$ cat src/rtl/sram_lane_pkg.sv
package sram_lane_pkg;

    localparam int DATA_W = 16;
    localparam int BYTE_W = 8;

    // Decoded access strobes: rd_* are bus lanes, wr_* are word halves
    typedef struct packed {
        logic sel;
        logic standby;
        logic rd_lo;
        logic rd_hi;
        logic wr_lo;
        logic wr_hi;
    } access_t;

endpackage

$ cat src/rtl/sram_ctrl_decode.sv
module sram_ctrl_decode
    import sram_lane_pkg::*;
(
    input  logic    byte_mode,
    input  logic    byte_sel,
    input  logic    ce_a_n,
    input  logic    ce_b,
    input  logic    wr_n,
    input  logic    rd_oe_n,
    input  logic    hi_en_n,
    input  logic    lo_en_n,
    output access_t acc
);

    logic writing;
    logic reading;

    always_comb begin
        acc         = '0;
        acc.sel     = ~ce_a_n & ce_b;
        acc.standby = ~acc.sel | (hi_en_n & lo_en_n);
        writing     = acc.sel & ~wr_n;
        reading     = acc.sel & wr_n & ~rd_oe_n;
        if (byte_mode) begin
            acc.rd_lo = reading & ~lo_en_n;
            acc.rd_hi = 1'b0;
            acc.wr_lo = writing & ~lo_en_n & ~byte_sel;
            acc.wr_hi = writing & ~lo_en_n & byte_sel;
        end else begin
            acc.rd_lo = reading & ~lo_en_n;
            acc.rd_hi = reading & ~hi_en_n;
            acc.wr_lo = writing & ~lo_en_n;
            acc.wr_hi = writing & ~hi_en_n;
        end
    end

endmodule

$ cat src/rtl/sram_byte_array.sv
module sram_byte_array
    import sram_lane_pkg::*;
#(
    parameter int WORD_AW = 6,
    localparam int DEPTH  = 1 << WORD_AW
) (
    input  logic               clk,
    input  logic               rst_n,
    input  logic [WORD_AW-1:0] idx,
    input  logic               wr_lo,
    input  logic               wr_hi,
    input  logic [BYTE_W-1:0]  wdata_lo,
    input  logic [BYTE_W-1:0]  wdata_hi,
    output logic [DATA_W-1:0]  rd_word
);

    logic [DEPTH-1:0][DATA_W-1:0] mem_d;
    logic [DEPTH-1:0][DATA_W-1:0] mem_q;

    always_comb begin
        mem_d = mem_q;
        if (wr_lo) mem_d[idx][BYTE_W-1:0]      = wdata_lo;
        if (wr_hi) mem_d[idx][DATA_W-1:BYTE_W] = wdata_hi;
    end

    always_ff @(posedge clk) begin
        if (!rst_n) mem_q <= '0;
        else        mem_q <= mem_d;
    end

    assign rd_word = mem_q[idx];

    // Without a strobe, the whole array is frozen
    assert_no_stray_write_R8: assert property (@(posedge clk) disable iff (!rst_n)
        !(wr_lo || wr_hi) |=> mem_q == $past(mem_q));

    // An unstrobed half of the addressed word is kept
    assert_hi_kept_R3: assert property (@(posedge clk) disable iff (!rst_n)
        !wr_hi |=> mem_q[$past(idx)][DATA_W-1:BYTE_W] == $past(mem_q[idx][DATA_W-1:BYTE_W]));

    assert_lo_kept_R3: assert property (@(posedge clk) disable iff (!rst_n)
        !wr_lo |=> mem_q[$past(idx)][BYTE_W-1:0] == $past(mem_q[idx][BYTE_W-1:0]));

endmodule

$ cat src/rtl/sram_read_mux.sv
module sram_read_mux
    import sram_lane_pkg::*;
(
    input  logic              byte_mode,
    input  logic              byte_sel,
    input  logic              rd_lo,
    input  logic              rd_hi,
    input  logic [DATA_W-1:0] word,
    output logic [DATA_W-1:0] dout,
    output logic [1:0]        lane_oe
);

    logic [BYTE_W-1:0] lo_src;

    always_comb begin
        if (byte_mode && byte_sel) lo_src = word[DATA_W-1:BYTE_W];
        else                       lo_src = word[BYTE_W-1:0];
        dout    = '0;
        lane_oe = {rd_hi, rd_lo};
        if (rd_lo) dout[BYTE_W-1:0]      = lo_src;
        if (rd_hi) dout[DATA_W-1:BYTE_W] = word[DATA_W-1:BYTE_W];
    end

endmodule

$ cat src/rtl/sram_lane_core.sv
module sram_lane_core
    import sram_lane_pkg::*;
#(
    parameter int ADDR_W  = 20,
    parameter int WORD_AW = 6
) (
    input  logic              clk,
    input  logic              rst_n,
    input  logic [ADDR_W-1:0] addr,
    input  logic              byte_sel,
    input  logic              byte_mode,
    input  logic              ce_a_n,
    input  logic              ce_b,
    input  logic              wr_n,
    input  logic              rd_oe_n,
    input  logic              hi_en_n,
    input  logic              lo_en_n,
    input  logic [15:0]       din,
    output logic [15:0]       dout,
    output logic [1:0]        lane_oe,
    output logic              standby
);

    access_t           acc;
    logic [DATA_W-1:0] rd_word;
    logic [BYTE_W-1:0] wdata_hi;
    logic [WORD_AW-1:0] idx;

    assign idx = addr[WORD_AW-1:0];

    generate
        if (WORD_AW < ADDR_W) begin : g_alias
            logic unused_addr_hi;
            assign unused_addr_hi = ^addr[ADDR_W-1:WORD_AW];
        end
    endgenerate

    sram_ctrl_decode u_dec (
        .byte_mode (byte_mode),
        .byte_sel  (byte_sel),
        .ce_a_n    (ce_a_n),
        .ce_b      (ce_b),
        .wr_n      (wr_n),
        .rd_oe_n   (rd_oe_n),
        .hi_en_n   (hi_en_n),
        .lo_en_n   (lo_en_n),
        .acc       (acc)
    );

    // Byte mode routes the low bus lane into either word half
    assign wdata_hi = byte_mode ? din[BYTE_W-1:0] : din[DATA_W-1:BYTE_W];

    sram_byte_array #(.WORD_AW(WORD_AW)) u_arr (
        .clk      (clk),
        .rst_n    (rst_n),
        .idx      (idx),
        .wr_lo    (acc.wr_lo),
        .wr_hi    (acc.wr_hi),
        .wdata_lo (din[BYTE_W-1:0]),
        .wdata_hi (wdata_hi),
        .rd_word  (rd_word)
    );

    sram_read_mux u_mux (
        .byte_mode (byte_mode),
        .byte_sel  (byte_sel),
        .rd_lo     (acc.rd_lo),
        .rd_hi     (acc.rd_hi),
        .word      (rd_word),
        .dout      (dout),
        .lane_oe   (lane_oe)
    );

    assign standby = acc.standby;

    assert_deselect_quiet_R1: assert property (@(posedge clk) disable iff (!rst_n)
        !(!ce_a_n && ce_b) |-> (lane_oe == 2'b00) && standby);

    assert_standby_quiet_R2: assert property (@(posedge clk) disable iff (!rst_n)
        standby |-> lane_oe == 2'b00);

    assert_write_hides_R5: assert property (@(posedge clk) disable iff (!rst_n)
        !wr_n |-> lane_oe == 2'b00);

    assert_idle_zero_R6: assert property (@(posedge clk) disable iff (!rst_n)
        !lane_oe[0] |-> dout[7:0] == 8'h00);

    assert_idle_zero_hi_R6: assert property (@(posedge clk) disable iff (!rst_n)
        !lane_oe[1] |-> dout[15:8] == 8'h00);

    assert_byte_hi_silent_R7: assert property (@(posedge clk) disable iff (!rst_n)
        byte_mode |-> !lane_oe[1] && $onehot0({acc.wr_lo, acc.wr_hi}));

endmodule

$ cat config.mk
export PLATFORM = sky130hd
export DESIGN_NAME = sram_lane_core
export DESIGN_NICKNAME = d
export VERILOG_FILES = /design/src/rtl/sram_lane_pkg.sv /design/src/rtl/sram_ctrl_decode.sv /design/src/rtl/sram_byte_array.sv /design/src/rtl/sram_read_mux.sv /design/src/rtl/sram_lane_core.sv
export SDC_FILE = /design/constraint.sdc
export NUM_CORES = 2
export LEC_CHECK = 0
export ABC_AREA = 1
export BUFFER_PORTS_ARGS = -buffer_cell sky130_fd_sc_hd__buf_4
export CORE_ASPECT_RATIO = 2
export CORE_UTILIZATION = 35
export DETAILED_ROUTE_END_ITERATION = 8
export HOLD_SLACK_MARGIN = 0.1
export SYNTH_ARGS = -nofsm -noshare
export SYNTH_HDL_FRONTEND = slang
export SYNTH_HIERARCHICAL = 1
export SYNTH_SLANG_ARGS = --single-unit
export TNS_END_PERCENT = 10
$ cat constraint.sdc
create_clock -name clk -period 2.45 [get_ports clk]
set_input_delay 0.49 -clock clk [delete_from_list [all_inputs] [get_ports clk]]
set_output_delay 0.49 -clock clk [all_outputs]
set_load 0.01 [all_outputs]
After elaboration in Yosys (flattened, before gate mapping)
Index checks and enable logic that the tools add are counted.

Register bits after elaboration: 1024. Input bits: 46. Word-level logic and storage cells: 102. Output and inout port bits: 19.

Bitwise gates (word level): 19. $lt $le $gt $ge: 2. Multiplexer cells: 15. Reductions and logical operators: 2.

Operators by type and width (number): 1024-bit bitwise mux (2); 1024-bit 2-to-1 mux (2); 16-bit demux with 6-bit select (2); 16-bit binary-select mux with 6-bit select (1); 8-bit 2-to-1 mux (5); 16-bit 2-to-1 mux (2); 1-bit AND (11); 6-bit by 7-bit < comparator with 1-bit output, second input constant (1); 1-bit NOT (7); 6-bit by 1-bit greater-or-equal comparator with 1-bit output, second input constant (1); 3-bit 2-to-1 mux (1); 1-bit logical AND (2); 1-bit OR (1).

Longest topological paths before layout
Word-level depth: 9. Mapped depth: 19. Gate-level depth less buffers: 15.

Cells and area by module
The synthesis kept the hierarchy.

Modules (own cells, without submodules): sram_byte_array (instances 1, cells an instance 7738, area an instance 47966.0 um^2, seq. area each 20499.7 um^2); sram_read_mux (instances 1, cells an instance 62, area an instance 267.8 um^2, seq. area each 0.0 um^2); sram_lane_core (instances 1, cells an instance 26, area an instance 105.1 um^2, seq. area each 0.0 um^2); sram_ctrl_decode (instances 1, cells an instance 19, area an instance 81.3 um^2, seq. area each 0.0 um^2).

Worst setup path before layout
OpenSTA, ideal clock, no wires.

Path kind: input to output. Start: input port addr[3]. End: output port dout[6]. Stages on the path: 13. Buffers on the path: 2. Data required time: 1960 ps. Arrival time: 1983 ps. Slack: -23 ps. Cell sequence: buf_2 > inv_1 > nand3_1 > inv_1 > clkbuf_1 > nand2_1 > nand2_1 > nor2_1 > nand2_1 > inv_1 > nand2_2 > nand2_1 > nor2_1.

Longest elaborated chain between the ends: 4.

RTL lines: from (decl) (line sram_lane_core.sv:9) `input logic [ADDR_W-1:0] addr,`; 16-bit binary-select mux with 6-bit select (line sram_byte_array.sv:31) `assign rd_word = mem_q[idx];`; 16-bit 2-to-1 mux (implied by the code) (line sram_byte_array.sv:31); via rd_word[6] (line sram_lane_core.sv:25) `logic [DATA_W-1:0] rd_word;`; 8-bit 2-to-1 mux (line sram_read_mux.sv:16) `if (byte_mode && byte_sel) lo_src = word[DATA_W-1:BYTE_W];`; 8-bit 2-to-1 mux (line sram_read_mux.sv:20) `if (rd_lo) dout[BYTE_W-1:0] = lo_src;`; to (decl) (line sram_lane_core.sv:19) `output logic [15:0] dout,`.

The timed path passes the listed nets, and every way through them passes these cells. The select of a mux whose other input is x is not followed.

Final worst setup path
Start: input port addr[0]. End: output port dout[5].

The elaborated chain is that of the path after synthesis.

==> results.yml <==
finish:
  nFillCells: 14320
  regMostFlops: "u_arr/mem_q"
  final_area_um2: 58910
  syn2layout_area_growth_pct: 21.66
  largest_register_ffs: 1024
  mostFrequentLayoutCell: "nand2_1"
  regArea_um2: 20510
  layout_common_cells: "nand2_1 (2909), nor2_1 (1472), dfxtp_1 (1013)"
  top_regs: "u_arr/mem_q (1024)"
  fin_nets: 7980
  drive_above_1_share: 0.1289
  multi_input_area_um2: 25870
worst_setup_path:
  cp_num_buf_inv: 6
  criticalPathCategory: "input pin to output port"
  cp.depth: 19
  r2r_setup_slack_ns: 1.76
  cp-start-kind: "input pin"
  worst_r2r_endpoint: "u_arr/mem_q[353]"
  cp-startpoint: "addr[0]"
  max_stage_delay_ns: 0.18
  crit_end: "dout[5]"
  path_max_fanout: 16
  crit_required_ns: 1.96
  worst_path_dominant_cell_family: "simple AND/OR/NAND/NOR gates"
  crit_chain: "buf_16 -> buf_16 -> buf_16 -> buf_12 -> nand2_1 -> nand2_1 -> nand2_1 -> nand2_1 -> nand2_1 -> nand2_1 -> nand2_1 -> nand2_2 -> nor2_1 -> nand2_1 -> inv_2 -> nand2_2 -> nand2_2 -> nor2_2 -> buf_4"
  critPathSlowestCell: "buf_16"
  reg2reg_depth: 2
  timing.rr.start: "u_arr/mem_q[353]"
  crit_arrival_ns: 2.44
  cp_common_cell: "nand2_1"
  end_kind: "output port"
floorplan:
  core_area_um2: 136900
  die-area_um2: 139900
  io_pins: 65
  initial_core_util: 0.3536
  die_h_um: 528.0
  rows: 192
  die_x_um: 265.0
global_route:
  track_usage: 0.2579
  overflow: 0
  grt_max_degree: 155
  grt_antenna_before_repair: 2
  grt_pass1_vias: 48020
  grt_pass1_wl_um: 278600
power:
  p_sw_mw: 8.904
  clkPwrFrac: 0.451
  pwr-share-comb: 0.081
  p_per_area_nw_per_um2: 604.8
  sw_frac_of_total: 0.2499
  vdd_drop_max_v: 0.0006207
  leakage_nw: 25.33
  internal_power_mw: 26.73
  p_seq_frac: 0.467
timing:
  slew_viol_final: 0
  worst_slack_ns: -0.4812
  fin_crit_ns: 2.931
  fmax_mhz: 341.2
  setup_violations: 16
  timing.slew.headroom: 0.3351
  period_share: 1.196
  worstMarginPinSlew_ns: 0.9973
  hold_ws_ns: 0.1767
  tns_ns: -6.377
  finClkSkew_ns: 0
  rsz0062_at_grt: "yes"
  finalHoldViolCount: 0
synth:
  ys_seq_area_frac: 0.4234
  netlist_instances: 7845
  mappedNetlistArea_um2: 48420
  syn_nets: 7891
  yosys.cell_types.count: 25
  synth-seq-cells: 1024
  ys_warn_count: 6
  avgSynthCellArea_um2: 6.172
outcome:
  violations: "negative setup slack"
  outcome: "finished with violations"
clocking:
  clock-sinks: 1024
  clk_path_buf_depth: 3
  cts_tree: "yes"
  ctsHtreeMaxLevel: 3
  cts_hold_buf: 0
  cts_made_buffers: 90
  clk_latency_ns: 0.71
  clkTransAtPathRegs_ns: 0.06
  cts.root.buffer_cell: "clkbuf_16"
detailed_routing:
  vias_per_cell: 5.139
  drc_errors: 0
  wirelength_um: 191100
  dr.pass1.iters: 6
  ant_nets: 0
  drtIter0Drc: 3845
  vias: 50130
  wl_per_cell_um: 19.59
place:
  preCtsSetupSlack_ns: -0.7822
  dp_hpwl_um: 125000
  place_congestion: 0.9248
  port-buffer-count: 50
  postPlaceCellArea_um2: 53460
worst_hold_path:
  hold_path_class: "input pin to register"
run:
  maxCapViolations: 0
through the flow:
step           instances  power [mW]  utilization
4_1_cts             9710       35.54       0.4173
3_5_place_dp        9538       19.53       0.3904
5_1_grt             9755       36.55       0.4302
3_3_place_gp        9538       19.52       0.3904
6_report            9755       35.63       0.4302
2_1_floorplan       7845       18.33            -
final cells by class:
| class | instances | area share |
|---|---|---|
| Clock buffer | 126 | 0.04522 |
| Timing Repair inverter | 3 | 0.0005735 |
| Clock inverter | 40 | 0.01024 |
| Inverter | 212 | 0.01453 |
| Antenna cell | 1 | 0.00004248 |
| Tap cell | 1746 | 0.03709 |
| Sequential cell | 1024 | 0.3482 |
| Multi-Input combinational cell | 6107 | 0.4391 |
| Timing Repair Buffer | 496 | 0.1050 |
power groups by stage:
stage	logic (mW)	clock network [mW]	registers [mW]
after floorplan	1.30	0	17.0
after global placement	2.48	0	17.0
after detailed placement	2.49	0	17.0
after CTS	2.57	16.3	16.7
after global routing	3.03	16.9	16.6
final	2.90	16.1	16.7
worst min-delay path: cells and delay by family:
kind / cells / cell delay [ns]
AO/OA/AOI/OAI: 1 / 0.06
buffers and inverters: 1 / 0.18
AND/OR/NAND/NOR: 1 / 0.10
Yosys cell counts:
master / count / area share
nor2_2: 10 / 0.0013
o21ai_1: 8 / 0.00083
nand3_2: 4 / 0.00083
clkbuf_1: 331 / 0.026
nand3_1: 247 / 0.026
buf_8: 1 / 0.00031
inv_1: 150 / 0.012
nor2_1: 1512 / 0.12
nand3_4: 1 / 0.00036
nor2_4: 12 / 0.0028
dfxtp_1: 1024 / 0.42
inv_2: 61 / 0.0047
clkinv_2: 1 / 0.00010
or2_2: 5 / 0.00065
buf_2: 126 / 0.013
nand2_8: 1 / 0.00041
nand2_4: 2 / 0.00047
buf_4: 12 / 0.0019
buf_1: 24 / 0.0019
buf_6: 8 / 0.0019
a21oi_1: 318 / 0.033
nand2_2: 13 / 0.0017
o21ai_0: 851 / 0.088
o211ai_1: 8 / 0.0012
nand2_1: 3115 / 0.24
kinds of logic (layout without fill, tap and decap cells):
group           count (synthesis)  after routing  synth area share
buf+inv                       714            877           0.06104
flops                        1024           1024            0.4234
simple gates                 4922           4922            0.3927
other cells                     0              1                 0
compound gates               1185           1185            0.1229
per-layer routing:
metal  vias to the layer above  wire (um)  track usage
li1                      24660          -            -
met1                     23130      65490       0.2540
met2                      1672      97410       0.4724
met3                       671       8923      0.02761
met4                         0      19300       0.2334
met5                         -          0            0
timing repair:
action,in CTS,in global routing
setup endpoints to repair,16,16
gates cloned,4,35
pin swaps,4,103
gates resized for setup,77,306
buffers inserted,2,13
worst min path at each step:
stage / startpoint / endpoint / slack (ns) / cells past startpoint
after global placement: u_arr/mem_q[322] / u_arr/mem_q[322] / 0.43 / 2
after global routing: din[5] / u_arr/mem_q[485] / 0.20 / 3
after CTS: din[5] / u_arr/mem_q[485] / 0.16 / 3
final: din[5] / u_arr/mem_q[485] / 0.18 / 3
after floorplan: u_arr/mem_q[289] / u_arr/mem_q[289] / 0.42 / 2
after detailed placement: u_arr/mem_q[322] / u_arr/mem_q[322] / 0.44 / 2
No activity file was read; power rests on OpenSTA's default activity.
